### src/rtl/qenc_pkg.sv
package qenc_pkg;

  typedef enum logic [1:0] {
    FMT_QUAD      = 2'd0,
    FMT_STEP_DIR  = 2'd1,
    FMT_UP_DOWN   = 2'd2,
    FMT_IDLE      = 2'd3
  } qenc_fmt_e;

  // Position of an {A,B} pair along the forward quadrature order.
  function automatic logic [1:0] quad_pos(input logic a, input logic b);
    case ({a, b})
      2'b00:   return 2'd0;
      2'b10:   return 2'd1;
      2'b11:   return 2'd2;
      default: return 2'd3;
    endcase
  endfunction

endpackage

### src/rtl/qenc_input_stage.sv
module qenc_input_stage #(
  parameter int N_SIG = 3
) (
  input  logic             clk,
  input  logic             rst_n,
  input  logic [N_SIG-1:0] sig_now,
  output logic [N_SIG-1:0] sig_prev,
  output logic [N_SIG-1:0] sig_rise
);

  for (genvar g = 0; g < N_SIG; g++) begin : g_sig
    always_ff @(posedge clk or negedge rst_n) begin
      if (!rst_n) sig_prev[g] <= 1'b0;
      else        sig_prev[g] <= sig_now[g];
    end
    assign sig_rise[g] = sig_now[g] & ~sig_prev[g];
  end

endmodule

### src/rtl/qenc_step_decode.sv
module qenc_step_decode
  import qenc_pkg::*;
(
  input  qenc_fmt_e fmt,
  input  logic      a_prev,
  input  logic      b_prev,
  input  logic      a_now,
  input  logic      b_now,
  output logic      step_up,
  output logic      step_dn
);

  logic [1:0] delta;
  logic       a_rise;
  logic       b_rise;

  assign delta  = quad_pos(a_now, b_now) - quad_pos(a_prev, b_prev);
  assign a_rise = a_now & ~a_prev;
  assign b_rise = b_now & ~b_prev;

  always_comb begin
    step_up = 1'b0;
    step_dn = 1'b0;
    unique case (fmt)
      FMT_QUAD: begin
        step_up = (delta == 2'd1);
        step_dn = (delta == 2'd3);
      end
      FMT_STEP_DIR: begin
        step_up = a_rise & ~b_now;
        step_dn = a_rise &  b_now;
      end
      FMT_UP_DOWN: begin
        step_up = a_rise & ~b_rise;
        step_dn = b_rise & ~a_rise;
      end
      default: begin
        step_up = 1'b0;
        step_dn = 1'b0;
      end
    endcase
  end

endmodule

### src/rtl/qenc_phase_counter.sv
module qenc_phase_counter #(
  parameter int PH_W = 16
) (
  input  logic            clk,
  input  logic            rst_n,
  input  logic            hold_zero,
  input  logic            load_idx,
  input  logic [PH_W-1:0] idx_val,
  input  logic [PH_W-1:0] max_val,
  input  logic            step_up,
  input  logic            step_dn,
  output logic [PH_W-1:0] ph_q,
  output logic            wrap_up,
  output logic            wrap_dn
);

  logic            at_max;
  logic            at_zero;
  logic            take_step;
  logic [PH_W-1:0] ph_d;

  assign at_max    = (ph_q >= max_val);
  assign at_zero   = (ph_q == '0);
  assign take_step = ~hold_zero & ~load_idx;
  assign wrap_up   = take_step & step_up & at_max;
  assign wrap_dn   = take_step & step_dn & at_zero;

  always_comb begin
    ph_d = ph_q;
    if (hold_zero)     ph_d = '0;
    else if (load_idx) ph_d = idx_val;
    else if (step_up)  ph_d = at_max  ? '0      : ph_q + 1'b1;
    else if (step_dn)  ph_d = at_zero ? max_val : ph_q - 1'b1;
  end

  always_ff @(posedge clk or negedge rst_n) begin
    if (!rst_n) ph_q <= '0;
    else        ph_q <= ph_d;
  end

  p_hold_zero_r9: assert property (@(posedge clk) disable iff (!rst_n)
    hold_zero |=> (ph_q == '0));

  p_load_idx_r7: assert property (@(posedge clk) disable iff (!rst_n)
    (load_idx && !hold_zero) |=> (ph_q == $past(idx_val)));

  p_wrap_up_r4: assert property (@(posedge clk) disable iff (!rst_n)
    (take_step && step_up && ph_q >= max_val) |=> (ph_q == '0));

  p_wrap_dn_r4: assert property (@(posedge clk) disable iff (!rst_n)
    (take_step && step_dn && ph_q == '0) |=> (ph_q == $past(max_val)));

endmodule

### src/rtl/qenc_rev_counter.sv
module qenc_rev_counter #(
  parameter int Z_W = 16
) (
  input  logic           clk,
  input  logic           rst_n,
  input  logic           hold_zero,
  input  logic           inc,
  input  logic           dec,
  output logic [Z_W-1:0] z_q
);

  always_ff @(posedge clk or negedge rst_n) begin
    if (!rst_n)         z_q <= '0;
    else if (hold_zero) z_q <= '0;
    else if (inc)       z_q <= z_q + 1'b1;
    else if (dec)       z_q <= z_q - 1'b1;
  end

  p_inc_r6: assert property (@(posedge clk) disable iff (!rst_n)
    (inc && !hold_zero) |=> (z_q == Z_W'($past(z_q) + 1'b1)));

  p_dec_r6: assert property (@(posedge clk) disable iff (!rst_n)
    (dec && !inc && !hold_zero) |=> (z_q == Z_W'($past(z_q) - 1'b1)));

  p_home_clear_r8: assert property (@(posedge clk) disable iff (!rst_n)
    hold_zero |=> (z_q == '0));

endmodule

### src/rtl/qenc_pos_counter.sv
module qenc_pos_counter
  import qenc_pkg::*;
#(
  parameter int PH_W = 16,
  parameter int Z_W  = 16
) (
  input  logic            clk,
  input  logic            rst_n,
  input  logic            sw_clr,
  input  logic            in_a,
  input  logic            in_b,
  input  logic            in_z,
  input  logic            in_home,
  input  logic [1:0]      cfg_mode,
  input  logic [PH_W-1:0] cfg_ph_max,
  input  logic [PH_W-1:0] cfg_index,
  input  logic            cfg_zmode,
  input  logic            cfg_zcal,
  input  logic [1:0]      cfg_home_mask,
  output logic [PH_W-1:0] ph_count,
  output logic [Z_W-1:0]  z_count,
  output logic            dir,
  output logic            a_level,
  output logic            b_level
);

  localparam int N_SIG = 3;
  localparam int IX_A  = 0;
  localparam int IX_B  = 1;
  localparam int IX_Z  = 2;

  logic [N_SIG-1:0] sig_now;
  logic [N_SIG-1:0] sig_prev;
  logic [N_SIG-1:0] sig_rise;
  logic             step_up;
  logic             step_dn;
  logic             dir_q;
  logic             dir_next;
  logic             z_edge;
  logic             ph_hold;
  logic             ph_load;
  logic             z_hold;
  logic             wrap_up;
  logic             wrap_dn;
  logic             rev_inc;
  logic             rev_dec;

  assign sig_now = {in_z, in_b, in_a};

  qenc_input_stage #(.N_SIG(N_SIG)) u_inp (
    .clk      (clk),
    .rst_n    (rst_n),
    .sig_now  (sig_now),
    .sig_prev (sig_prev),
    .sig_rise (sig_rise)
  );

  qenc_step_decode u_dec (
    .fmt     (qenc_fmt_e'(cfg_mode)),
    .a_prev  (sig_prev[IX_A]),
    .b_prev  (sig_prev[IX_B]),
    .a_now   (in_a),
    .b_now   (in_b),
    .step_up (step_up),
    .step_dn (step_dn)
  );

  assign dir_next = step_up ? 1'b0 : (step_dn ? 1'b1 : dir_q);

  always_ff @(posedge clk or negedge rst_n) begin
    if (!rst_n) dir_q <= 1'b0;
    else        dir_q <= dir_next;
  end

  assign z_edge  = sig_rise[IX_Z];
  assign ph_hold = sw_clr | (in_home & cfg_home_mask[1]);
  assign ph_load = z_edge & cfg_zcal;
  assign z_hold  = sw_clr | (in_home & cfg_home_mask[0]);

  qenc_phase_counter #(.PH_W(PH_W)) u_ph (
    .clk       (clk),
    .rst_n     (rst_n),
    .hold_zero (ph_hold),
    .load_idx  (ph_load),
    .idx_val   (cfg_index),
    .max_val   (cfg_ph_max),
    .step_up   (step_up),
    .step_dn   (step_dn),
    .ph_q      (ph_count),
    .wrap_up   (wrap_up),
    .wrap_dn   (wrap_dn)
  );

  always_comb begin
    if (cfg_zmode) begin
      rev_inc = wrap_up;
      rev_dec = wrap_dn;
    end else begin
      rev_inc = z_edge & ~dir_next;
      rev_dec = z_edge &  dir_next;
    end
  end

  qenc_rev_counter #(.Z_W(Z_W)) u_rev (
    .clk       (clk),
    .rst_n     (rst_n),
    .hold_zero (z_hold),
    .inc       (rev_inc),
    .dec       (rev_dec),
    .z_q       (z_count)
  );

  assign dir     = dir_q;
  assign a_level = sig_prev[IX_A];
  assign b_level = sig_prev[IX_B];

  p_single_step_r2: assert property (@(posedge clk) disable iff (!rst_n)
    $onehot0({step_up, step_dn}));

  p_dir_up_r10: assert property (@(posedge clk) disable iff (!rst_n)
    step_up |=> !dir);

  p_dir_dn_r10: assert property (@(posedge clk) disable iff (!rst_n)
    step_dn |=> dir);

  p_dir_hold_r10: assert property (@(posedge clk) disable iff (!rst_n)
    (!step_up && !step_dn) |=> $stable(dir));

  p_z_once_r5: assert property (@(posedge clk) disable iff (!rst_n)
    (!cfg_zmode && !z_hold && !(in_z && !a_level_z_prev())) |=> $stable(z_count));

  function automatic logic a_level_z_prev();
    return sig_prev[IX_Z];
  endfunction

  p_no_source_r3: assert property (@(posedge clk) disable iff (!rst_n)
    (cfg_mode == 2'd3) |-> (!step_up && !step_dn));

endmodule

### config.mk
export PLATFORM = sky130hd
export DESIGN_NAME = qenc_pos_counter
export DESIGN_NICKNAME = d
export VERILOG_FILES = /design/src/rtl/qenc_pkg.sv /design/src/rtl/qenc_input_stage.sv /design/src/rtl/qenc_step_decode.sv /design/src/rtl/qenc_phase_counter.sv /design/src/rtl/qenc_rev_counter.sv /design/src/rtl/qenc_pos_counter.sv
export SDC_FILE = /design/constraint.sdc
export NUM_CORES = 1
export LEC_CHECK = 0
export BUFFER_PORTS_ARGS = -buffer_cell sky130_fd_sc_hd__buf_4
export CAP_MARGIN = 40
export CORE_MARGIN = 2
export CORE_UTILIZATION = 35
export CTS_CLUSTER_SIZE = 8
export DETAILED_ROUTE_END_ITERATION = 6
export HOLD_SLACK_MARGIN = 0.12
export MAX_ROUTING_LAYER = met4
export PLACE_DENSITY = 0.65
export SLEW_MARGIN = 10
export SYNTH_ARGS = -nofsm -noshare
export SYNTH_HDL_FRONTEND = slang
export SYNTH_HIERARCHICAL = 1
export SYNTH_SLANG_ARGS = --single-unit
### constraint.sdc
create_clock -name clk -period 11.8 [get_ports clk]
set_input_delay 1.77 -clock clk [delete_from_list [all_inputs] [get_ports clk]]
set_output_delay 1.77 -clock clk [all_outputs]
set_load 0.005 [all_outputs]
==> results.yml, run 1 <==
sta:
  max_freq_ghz: 0.172
  unrepaired_setup_endpoints_after_global_routing: "false"
  maxSlewHeadroom_pct: 38.6
  finalSetupViolCount: 0
  maxSlewViolCount: 0
  period_minus_slack_ps: 5810
  finalHoldWorstSlack_ps: 524
  totalNegativeSetupSlack_ps: 0
  timing.final.crit_share_pct: 49.2
  timing.final.ws_setup_ps: 5990
  fin_worst_skew_ps: 4.57
  report.final.hold_viol_count: 0
  max_slew.worst_pin.slew_ps: 917
global_routing:
  grt_first_pass_wirelength_um: 18500
  antenna_found_initial: 0
  first_global_vias: 3790
  largest_net_degree_at_the_start_of_global_routing: 37
  grt_util_all_layers_pct: 20.0
  overflow_left_after_global_routing: 0
run:
  timing.max_cap.violations: 0
floorplanning:
  dieWidth_um: 109
  rows: 38
  fp.dieH_um: 109
  floorplan.io_pins: 80
  dieArea_mm2: 0.0120
  start_util_pct: 35.9
  placeableCoreArea_mm2: 0.0108
routing:
  drt-total-wl_um: 11600
  first_iter_violations: 237
  route.vias.total: 3948
  avg_vias_per_cell: 5.78
  routed_wire_length_per_instance_um: 16.9
  drt-pass1-iter-count: 5
  postRouteAntennaNets: 0
  drc: 0
setup_path:
  critPathArrivalTime_ps: 6000
  cp-end-kind: "flop"
  timing.critical_path.required_ps: 11990
  setup.worst_path.class: "in2reg"
  worstSetupStartpointType: "input pin"
  depth_of_the_worst_register_to_register_path: 14
  r2r-end: "u_rev/z_q[12]"
  critical_path.reg2reg.startpoint: "u_ph/ph_q[13]"
  path_max_fanout: 16
  worst-r2r-setup-slack_ps: 7020
clocking:
  clkSlewWorstSetupHoldPaths_ps: 80
  cts_tree: "built"
  post_cts_hold_buffer_count: 0
  ctsResizeCount: 0
  clk_latency_ps: 290
  cts.htree.levels: 2
  inserted_clock_buffers: 5
  max_root_sink_buffers: 2
  cts_root_buf: "clkbuf_8"
  postCtsSetupRepairBufs: 0
  numClockSinks: 36
power:
  seq_power_share_pct: 21.3
  comb_power_share_pct: 66.5
  clock_power_share_pct: 12.2
  power.density_mw_per_mm2: 201
  max_ir_drop_vdd_mv: 0.0918
  switchingPower_mw: 0.443
  internal_power_mw: 0.500
  power.total_mw: 0.944
  netSwitchingFraction_pct: 47.0
  static-leakage-power_nw: 2.26
hold_path:
  hold-path-endpoint: "u_rev/z_q[3]"
  worst_hold_path.num_cells: 2
  min_path_type: "reg2reg"
  holdCritStartpoint: "u_rev/z_q[3]"
placed_design:
  dpl_cell_area_mm2: 0.00457
  place_inst: 675
  place.detailed.hpwl_um: 8720
  numPortBuffers: 79
  place.gp.congestion: 0.873
  dpl_worst_slack_ps: 5690
finish:
  num_antenna_cells: 0
  storage_element_area_um2: 901
  final_layout_size_suffix_gt1_share_pct: 21.0
  fin_nets: 630
  fillCellCount: 1125
  postLayoutCellArea_mm2: 0.00468
  final_design_utilization_pct: 43.2
  area_growth_syn_to_layout_pct: 20.4
  final-instance-count-excl-fill: 683
  multi_input_area_mm2: 0.00274
yosys:
  synthesis.area_mm2: 0.00389
  yosys_warnings: 6
  postSynthNetCount: 567
  synthesis.instances: 479
  synth_area_per_cell_um2: 8.12
outcome:
  run_status: "finished, final reports clean"
## placed cells by master, fill, tap and decap left out, types with 5 or more instances in the layout
cell	n
xnor2_1	5
a21oi_1	28
a21o_1	12
and3_1	6
dfrtp_1	36
nand3_1	13
nor3_1	12
a22o_1	15
nor2_1	33
buf_4	83
a22oi_1	9
o31ai_1	12
or3_1	7
nand4_1	10
nand2_1	39
xor2_1	14
o21ai_1	9
o21ai_0	22
clkbuf_8	5
ha_1	42
inv_1	37
nand2b_1	8
## worst max path at each step
stage,startpoint,to
after floorplan,in_a,u_rev/z_q[12]
after global placement,in_a,u_rev/z_q[12]
after detailed placement,cfg_ph_max[13],u_rev/z_q[12]
after CTS,cfg_ph_max[13],u_rev/z_q[12]
after global routing,in_a,u_rev/z_q[12]
final,cfg_ph_max[13],u_rev/z_q[12]
## area by class of cell
type                       count  share of cell area, %
sequential                    36                   19.2
inverter                      37                   2.96
timing repair buffer          83                   13.3
multi-input combinational    379                   58.4
tap                          140                   3.74
clock buffer                   5                   1.47
clock inverter                 3                  0.908
## sequential cells by signal, indices dropped and copies added (netlist names)
| name | cells |
|---|---|
| dir | 1 |
| u_inp/sig_prev | 3 |
| u_ph/ph_q | 16 |
| u_rev/z_q | 16 |
## power groups by stage
stage	clock network [mW]	logic (mW)	registers, mW
after global placement	0	0.612	0.202
final	0.115	0.628	0.201
after floorplan	0	0.470	0.184
after CTS	0.119	0.621	0.200
after global routing	0.124	0.695	0.207
after detailed placement	0	0.618	0.203
## metal layers
metal  global-route usage, %  up-vias  wire length [um]
met1                    24.6     1861              5110
li1                        -     1905                 -
met3                    2.67       28               657
met2                    33.9      154              5480
met5                       -        -                 0
met4                    6.78        0               312
## critical path: stages
cell and delay [ps]:
buf_4 100, inv_1 40, ha_1 290, nand4_1 120, or3_1 410, or4_1 600
a31oi_1 210, a22o_1 240, inv_1 300, fa_1 580, a211oi_2 310, o21bai_2 130
a2111oi_4 410, o41ai_2 140, xor2_1 150, a22o_1 200
Note: power is estimated with default switching activity, not from simulation.
==> run 2: changes to the inputs <==
clock period = 5.9 ns   (was 11.8 ns; I/O delays follow)
==> run 2 against run 1 <==
Net effect:
- clock skew grew 4.8 ps
- clock power increased by 100%
- highest routed layer unchanged
- sequential share of layout area unchanged
- critical path depth unchanged
- critical endpoint unchanged
- critical path type unchanged
- first-iteration DRC count up 21%
- final area is the same
==> results.yml, run 2 (same netlist as run 1, synthesis figures left out) <==
floorplanning:
  fp.dieH_um: 109
  placeableCoreArea_mm2: 0.0108
  rows: 38
  start_util_pct: 35.9
  dieArea_mm2: 0.0120
  dieWidth_um: 109
  floorplan.io_pins: 80
finish:
  area_growth_syn_to_layout_pct: 20.4
  reg_top3: "u_ph/ph_q (16), u_rev/z_q (16), u_inp/sig_prev (3)"
  fillCellCount: 1121
  most-common-layout-cells: "83 x buf_4, 42 x ha_1, 39 x nand2_1"
  final_layout_size_suffix_gt1_share_pct: 21.0
  num_antenna_cells: 0
  fin_nets: 630
  postLayoutCellArea_mm2: 0.00468
  most_common_cell_after_layout_fill_and_taps_aside: "buf_4"
sta:
  fin_worst_skew_ps: 9.40
  finalHoldWorstSlack_ps: 534
  totalNegativeSetupSlack_ps: 0
  maxSlewHeadroom_pct: 44.9
  maxSlewViolCount: 0
  max_slew.worst_pin.slew_ps: 819
  unrepaired_setup_endpoints_after_global_routing: "false"
  period_minus_slack_ps: 4920
  timing.final.crit_share_pct: 83.3
  finalSetupViolCount: 0
  report.final.hold_viol_count: 0
  max_freq_ghz: 0.203
clocking:
  postCtsSetupRepairBufs: 0
  cts.htree.levels: 2
  ctsResizeCount: 0
  post_cts_hold_buffer_count: 0
  numClockSinks: 36
  cts_tree: "built"
  cts_root_buf: "clkbuf_8"
  max_root_sink_buffers: 2
  clkSlewWorstSetupHoldPaths_ps: 90
  clk_latency_ps: 290
  inserted_clock_buffers: 5
placed_design:
  place.gp.congestion: 0.868
  dpl_cell_area_mm2: 0.00457
  place.detailed.hpwl_um: 8660
  numPortBuffers: 79
global_routing:
  antenna_found_initial: 0
  first_global_vias: 3684
  grt_util_all_layers_pct: 19.9
  grt_first_pass_wirelength_um: 18400
  overflow_left_after_global_routing: 0
  largest_net_degree_at_the_start_of_global_routing: 37
setup_path:
  path_max_fanout: 16
  cp-end-kind: "flop"
  setup.worst_path.class: "in2reg"
  worst_path_largest_cell_delay_ps: 590
  path_cells: "buf_4 -> inv_1 -> ha_1 -> nand4_1 -> or3_1 -> or4_1 -> a31oi_1 -> a22o_1 -> inv_1 -> fa_1 -> a211oi_2 -> o21bai_2 -> a2111oi_4 -> o41ai_2 -> xor2_1 -> a22o_1"
  critical_path.slowest_cell: "or4_1"
  worstSetupStartpointType: "input pin"
  critPathArrivalTime_ps: 5110
  timing.critical_path.required_ps: 6090
power:
  internal_power_mw: 0.999
  max_ir_drop_vdd_mv: 0.180
  netSwitchingFraction_pct: 47.1
  clock_power_share_pct: 12.2
  seq_power_share_pct: 21.1
  power.density_mw_per_mm2: 403
  switchingPower_mw: 0.888
  comb_power_share_pct: 66.6
  static-leakage-power_nw: 2.26
outcome:
  run_status: "finished, final reports clean"
routing:
  drc: 0
  avg_vias_per_cell: 5.76
  postRouteAntennaNets: 0
  drt-pass1-iter-count: 5
  first_iter_violations: 286
  routed_wire_length_per_instance_um: 16.7
  route.vias.total: 3932
  drt-total-wl_um: 11400
run:
  timing.max_cap.violations: 0
hold_path:
  min_path_type: "reg2reg"
[run 2: cell counts in the layout (fill, tap and decap cells not counted)]
Identical to the previous run, type by type.
[run 2: path summary, 6_finish.rpt]
kind                            slack, ps  depth (start not counted)            from             to
worst max-delay path                  980                         16  cfg_ph_max[13]  u_rev/z_q[12]
worst min-delay path                  530                          2    u_rev/z_q[2]   u_rev/z_q[2]
worst max register to register       1160                         14   u_ph/ph_q[13]  u_rev/z_q[12]
worst min register to register        530                          2    u_rev/z_q[2]   u_rev/z_q[2]
max in group asynchronous            4990                          1           rst_n   u_ph/ph_q[8]
min in group asynchronous             560                          1           rst_n   u_rev/z_q[0]
[run 2: metal layers]
layer  part of all wire [%]  global-route usage [%]  up-vias  wire (um)
li1                       -                       -     1912          -
met1                     44                    25.8     1881       5060
met2                     49                    33.6      122       5560
met3                    5.6                    2.79       17        637
met4                    1.3                    3.07        0        148
met5                      0                       -        -          0
[run 2: power groups by stage]
stage | clock [mW] | sequential (mW) | combinational, mW
6_report | 0.231 | 0.399 | 1.26
5_1_grt | 0.249 | 0.414 | 1.39
4_1_cts | 0.238 | 0.401 | 1.24
3_5_place_dp | 0 | 0.406 | 1.24
3_3_place_gp | 0 | 0.403 | 1.22
2_1_floorplan | 0 | 0.368 | 0.940
[run 2: stage by stage]
stage	setup WS, ps	power, mW	utilization [%]	std cells
after floorplan	777	1.31	-	479
after CTS	995	1.88	43.2	683
final	983	1.89	43.2	683
after global placement	827	1.63	42.2	675
after global routing	693	2.06	43.2	683
after detailed placement	681	1.64	42.2	675
[run 2: critical path, delay by kind of cell]
kind	cells	cell delay, ps
xor gates and xnor gates	1	150
adders and majority gates	2	860
AOI/OAI and AO/OA	7	1660
and+or+nand+nor	3	1100
buffers and inverters	3	430
[run 2: layout make-up]
cell class                 count  area, um2  share of cell area [%]
clock buffer                   5       68.8                    1.47
clock inverter                 3       42.5                   0.908
inverter                      37        139                    2.96
multi-input combinational    379       2740                    58.4
sequential                    36        901                    19.2
tap                          140        175                    3.74
timing repair buffer          83        623                    13.3
==> run 3: changes to the inputs <==
PLACE_DENSITY = 0.67   (was 0.65)
clock period = 4.5 ns   (was 5.9 ns; I/O delays follow)
==> run 3 against run 2 <==
Net effect:
- cell count increased by 5.7%
- core utilization increased by 3.0 points
- power increased by 38%
- clock skew decreased by 1.7 ps
- worst setup slack got worse by 810 ps
- global-route usage increased by 1.7 points
- non-clock buffer count increased by 39
- register-to-register slack got worse by 920 ps
- hold slack got worse by 190 ps
- first-iteration DRC count decreased by 24%
- flip-flop and latch count unchanged
==> results.yml, run 3 (same netlist as run 1, synthesis figures left out) <==
setup_path:
  setup.worst_path.class: "in2reg"
  timing.critical_path.required_ps: 4700
  worstSetupStartpointType: "input pin"
  worst-r2r-setup-slack_ps: 240
  worst_setup_path_startpoint: "cfg_ph_max[15]"
  critical_path.slowest_cell: "or4_4"
  path_cells: "buf_4 -> inv_1 -> ha_1 -> nand4_1 -> or3_4 -> or4_4 -> a31oi_2 -> a22o_1 -> clkinvlp_4 -> buf_4 -> ha_4 -> a211oi_4 -> o21bai_2 -> a2111oi_4 -> o41ai_2 -> xor2_1 -> a22o_1"
  critPathArrivalTime_ps: 4530
  r2r-end: "u_rev/z_q[12]"
  worst_path_largest_cell_delay_ps: 550
  path_max_fanout: 7
  cp-end-kind: "flop"
  critical_path.reg2reg.startpoint: "u_ph/ph_q[15]"
  depth_of_the_worst_register_to_register_path: 15
sta:
  maxSlewHeadroom_pct: 39.6
  timing.final.crit_share_pct: 96.3
  max_slew.worst_pin.slew_ps: 903
  report.final.hold_viol_count: 0
  max_freq_ghz: 0.231
  maxSlewViolCount: 0
  finalSetupViolCount: 0
  timing.final.ws_setup_ps: 168
  fin_worst_skew_ps: 7.68
  unrepaired_setup_endpoints_after_global_routing: "false"
  period_minus_slack_ps: 4330
floorplanning:
  dieWidth_um: 109
  fp.dieH_um: 109
  rows: 38
  start_util_pct: 35.9
  floorplan.io_pins: 80
  placeableCoreArea_mm2: 0.0108
  dieArea_mm2: 0.0120
global_routing:
  antenna_found_initial: 0
  grt_first_pass_wirelength_um: 19900
  largest_net_degree_at_the_start_of_global_routing: 37
  overflow_left_after_global_routing: 0
  first_global_vias: 4050
  grt_util_all_layers_pct: 21.6
finish:
  storage_element_area_um2: 901
  final-instance-count-excl-fill: 722
  multi_input_area_mm2: 0.00278
  most-common-layout-cells: "122 x buf_4, 40 x ha_1, 39 x nand2_1"
  area_growth_syn_to_layout_pct: 28.9
  most_common_cell_after_layout_fill_and_taps_aside: "buf_4"
  reg_top3: "u_ph/ph_q (16), u_rev/z_q (16), u_inp/sig_prev (3)"
  final_layout_size_suffix_gt1_share_pct: 27.7
  num_antenna_cells: 0
  postLayoutCellArea_mm2: 0.00501
  fillCellCount: 1091
  fin_nets: 669
routing:
  avg_vias_per_cell: 5.66
  routed_wire_length_per_instance_um: 16.9
  route.vias.total: 4088
  postRouteAntennaNets: 0
  drt-total-wl_um: 12200
  drt-pass1-iter-count: 5
  first_iter_violations: 217
  drc: 0
clocking:
  clkSlewWorstSetupHoldPaths_ps: 80
  inserted_clock_buffers: 5
  max_root_sink_buffers: 2
  cts_root_buf: "clkbuf_8"
  cts_tree: "built"
  cts.htree.levels: 2
  clk_latency_ps: 310
  numClockSinks: 36
placed_design:
  dpl_worst_slack_ps: -129
  place.gp.congestion: 0.913
  place.detailed.hpwl_um: 9110
  place_inst: 713
  dpl_cell_area_mm2: 0.00488
  numPortBuffers: 79
power:
  static-leakage-power_nw: 2.44
  max_ir_drop_vdd_mv: 0.229
  power.density_mw_per_mm2: 521
hold_path:
  min_path_type: "in2async"
run:
  timing.max_cap.violations: 0
outcome:
  run_status: "finished, final reports clean"
==> run 3: worst max-delay path by stage <==
| stage | to | slack [ps] |
|---|---|---|
| finish | u_rev/z_q[12] | 170 |
| floorplan | u_rev/z_q[12] | 4 |
| global route | u_rev/z_q[12] | 10 |
| CTS | u_rev/z_q[12] | 190 |
| detailed placement | u_rev/z_q[15] | -130 |
| global placement | u_rev/z_q[15] | -40 |
==> run 3: routing by layer <==
metal | track usage (%) | share of wire [%] | vias up
li1 | - | - | 1993
met1 | 26.9 | 44 | 1937
met2 | 37.4 | 50 | 137
met3 | 2.43 | 4.8 | 21
met4 | 5.33 | 1.4 | 0
met5 | - | 0 | -
==> run 3: repair_timing <==
action | CTS | global route
buffers inserted | 0 | 1
endpoints found under the setup margin | 0 | 5
gates resized for setup | 0 | 8
hold buffers | 0 | 0
==> run 3: cell type report <==
cell class                 instances  area share [%]
inverter                          37            2.85
multi-input combinational        379            55.5
clock buffer                       7            1.72
clock inverter                     1           0.150
tap                              140            3.49
timing repair buffer             122            18.3
sequential                        36            18.0
==> run 3: power by group <==
group / total [mW] / leakage, nW / switching [mW] / internal, mW
clock network: 0.263 / 0.0445 / 0.138 / 0.125
logic: 1.87 / 1.92 / 0.985 / 0.885
registers: 0.480 / 0.476 / 0.0815 / 0.399
==> run 3: per-stage QoR <==
step	power (mW)	utilization [%]	TNS [ps]	hold WS [ps]
after global routing	2.85	46.2	0	375
after floorplan	1.74	-	0	379
final	2.61	46.2	0	345
after CTS	2.58	45.9	0	358
after detailed placement	2.31	45.1	-548	510
after global placement	2.28	45.1	-44.0	509
==> run 3: critical path, delay by kind of cell <==
kind | cells | cell delay, ps
AO/OA/AOI/OAI | 7 | 1520
XOR/XNOR | 1 | 150
adder cells (fa/ha/maj) | 2 | 550
buffers and inverters | 4 | 500
AND/OR/NAND/NOR | 3 | 1150
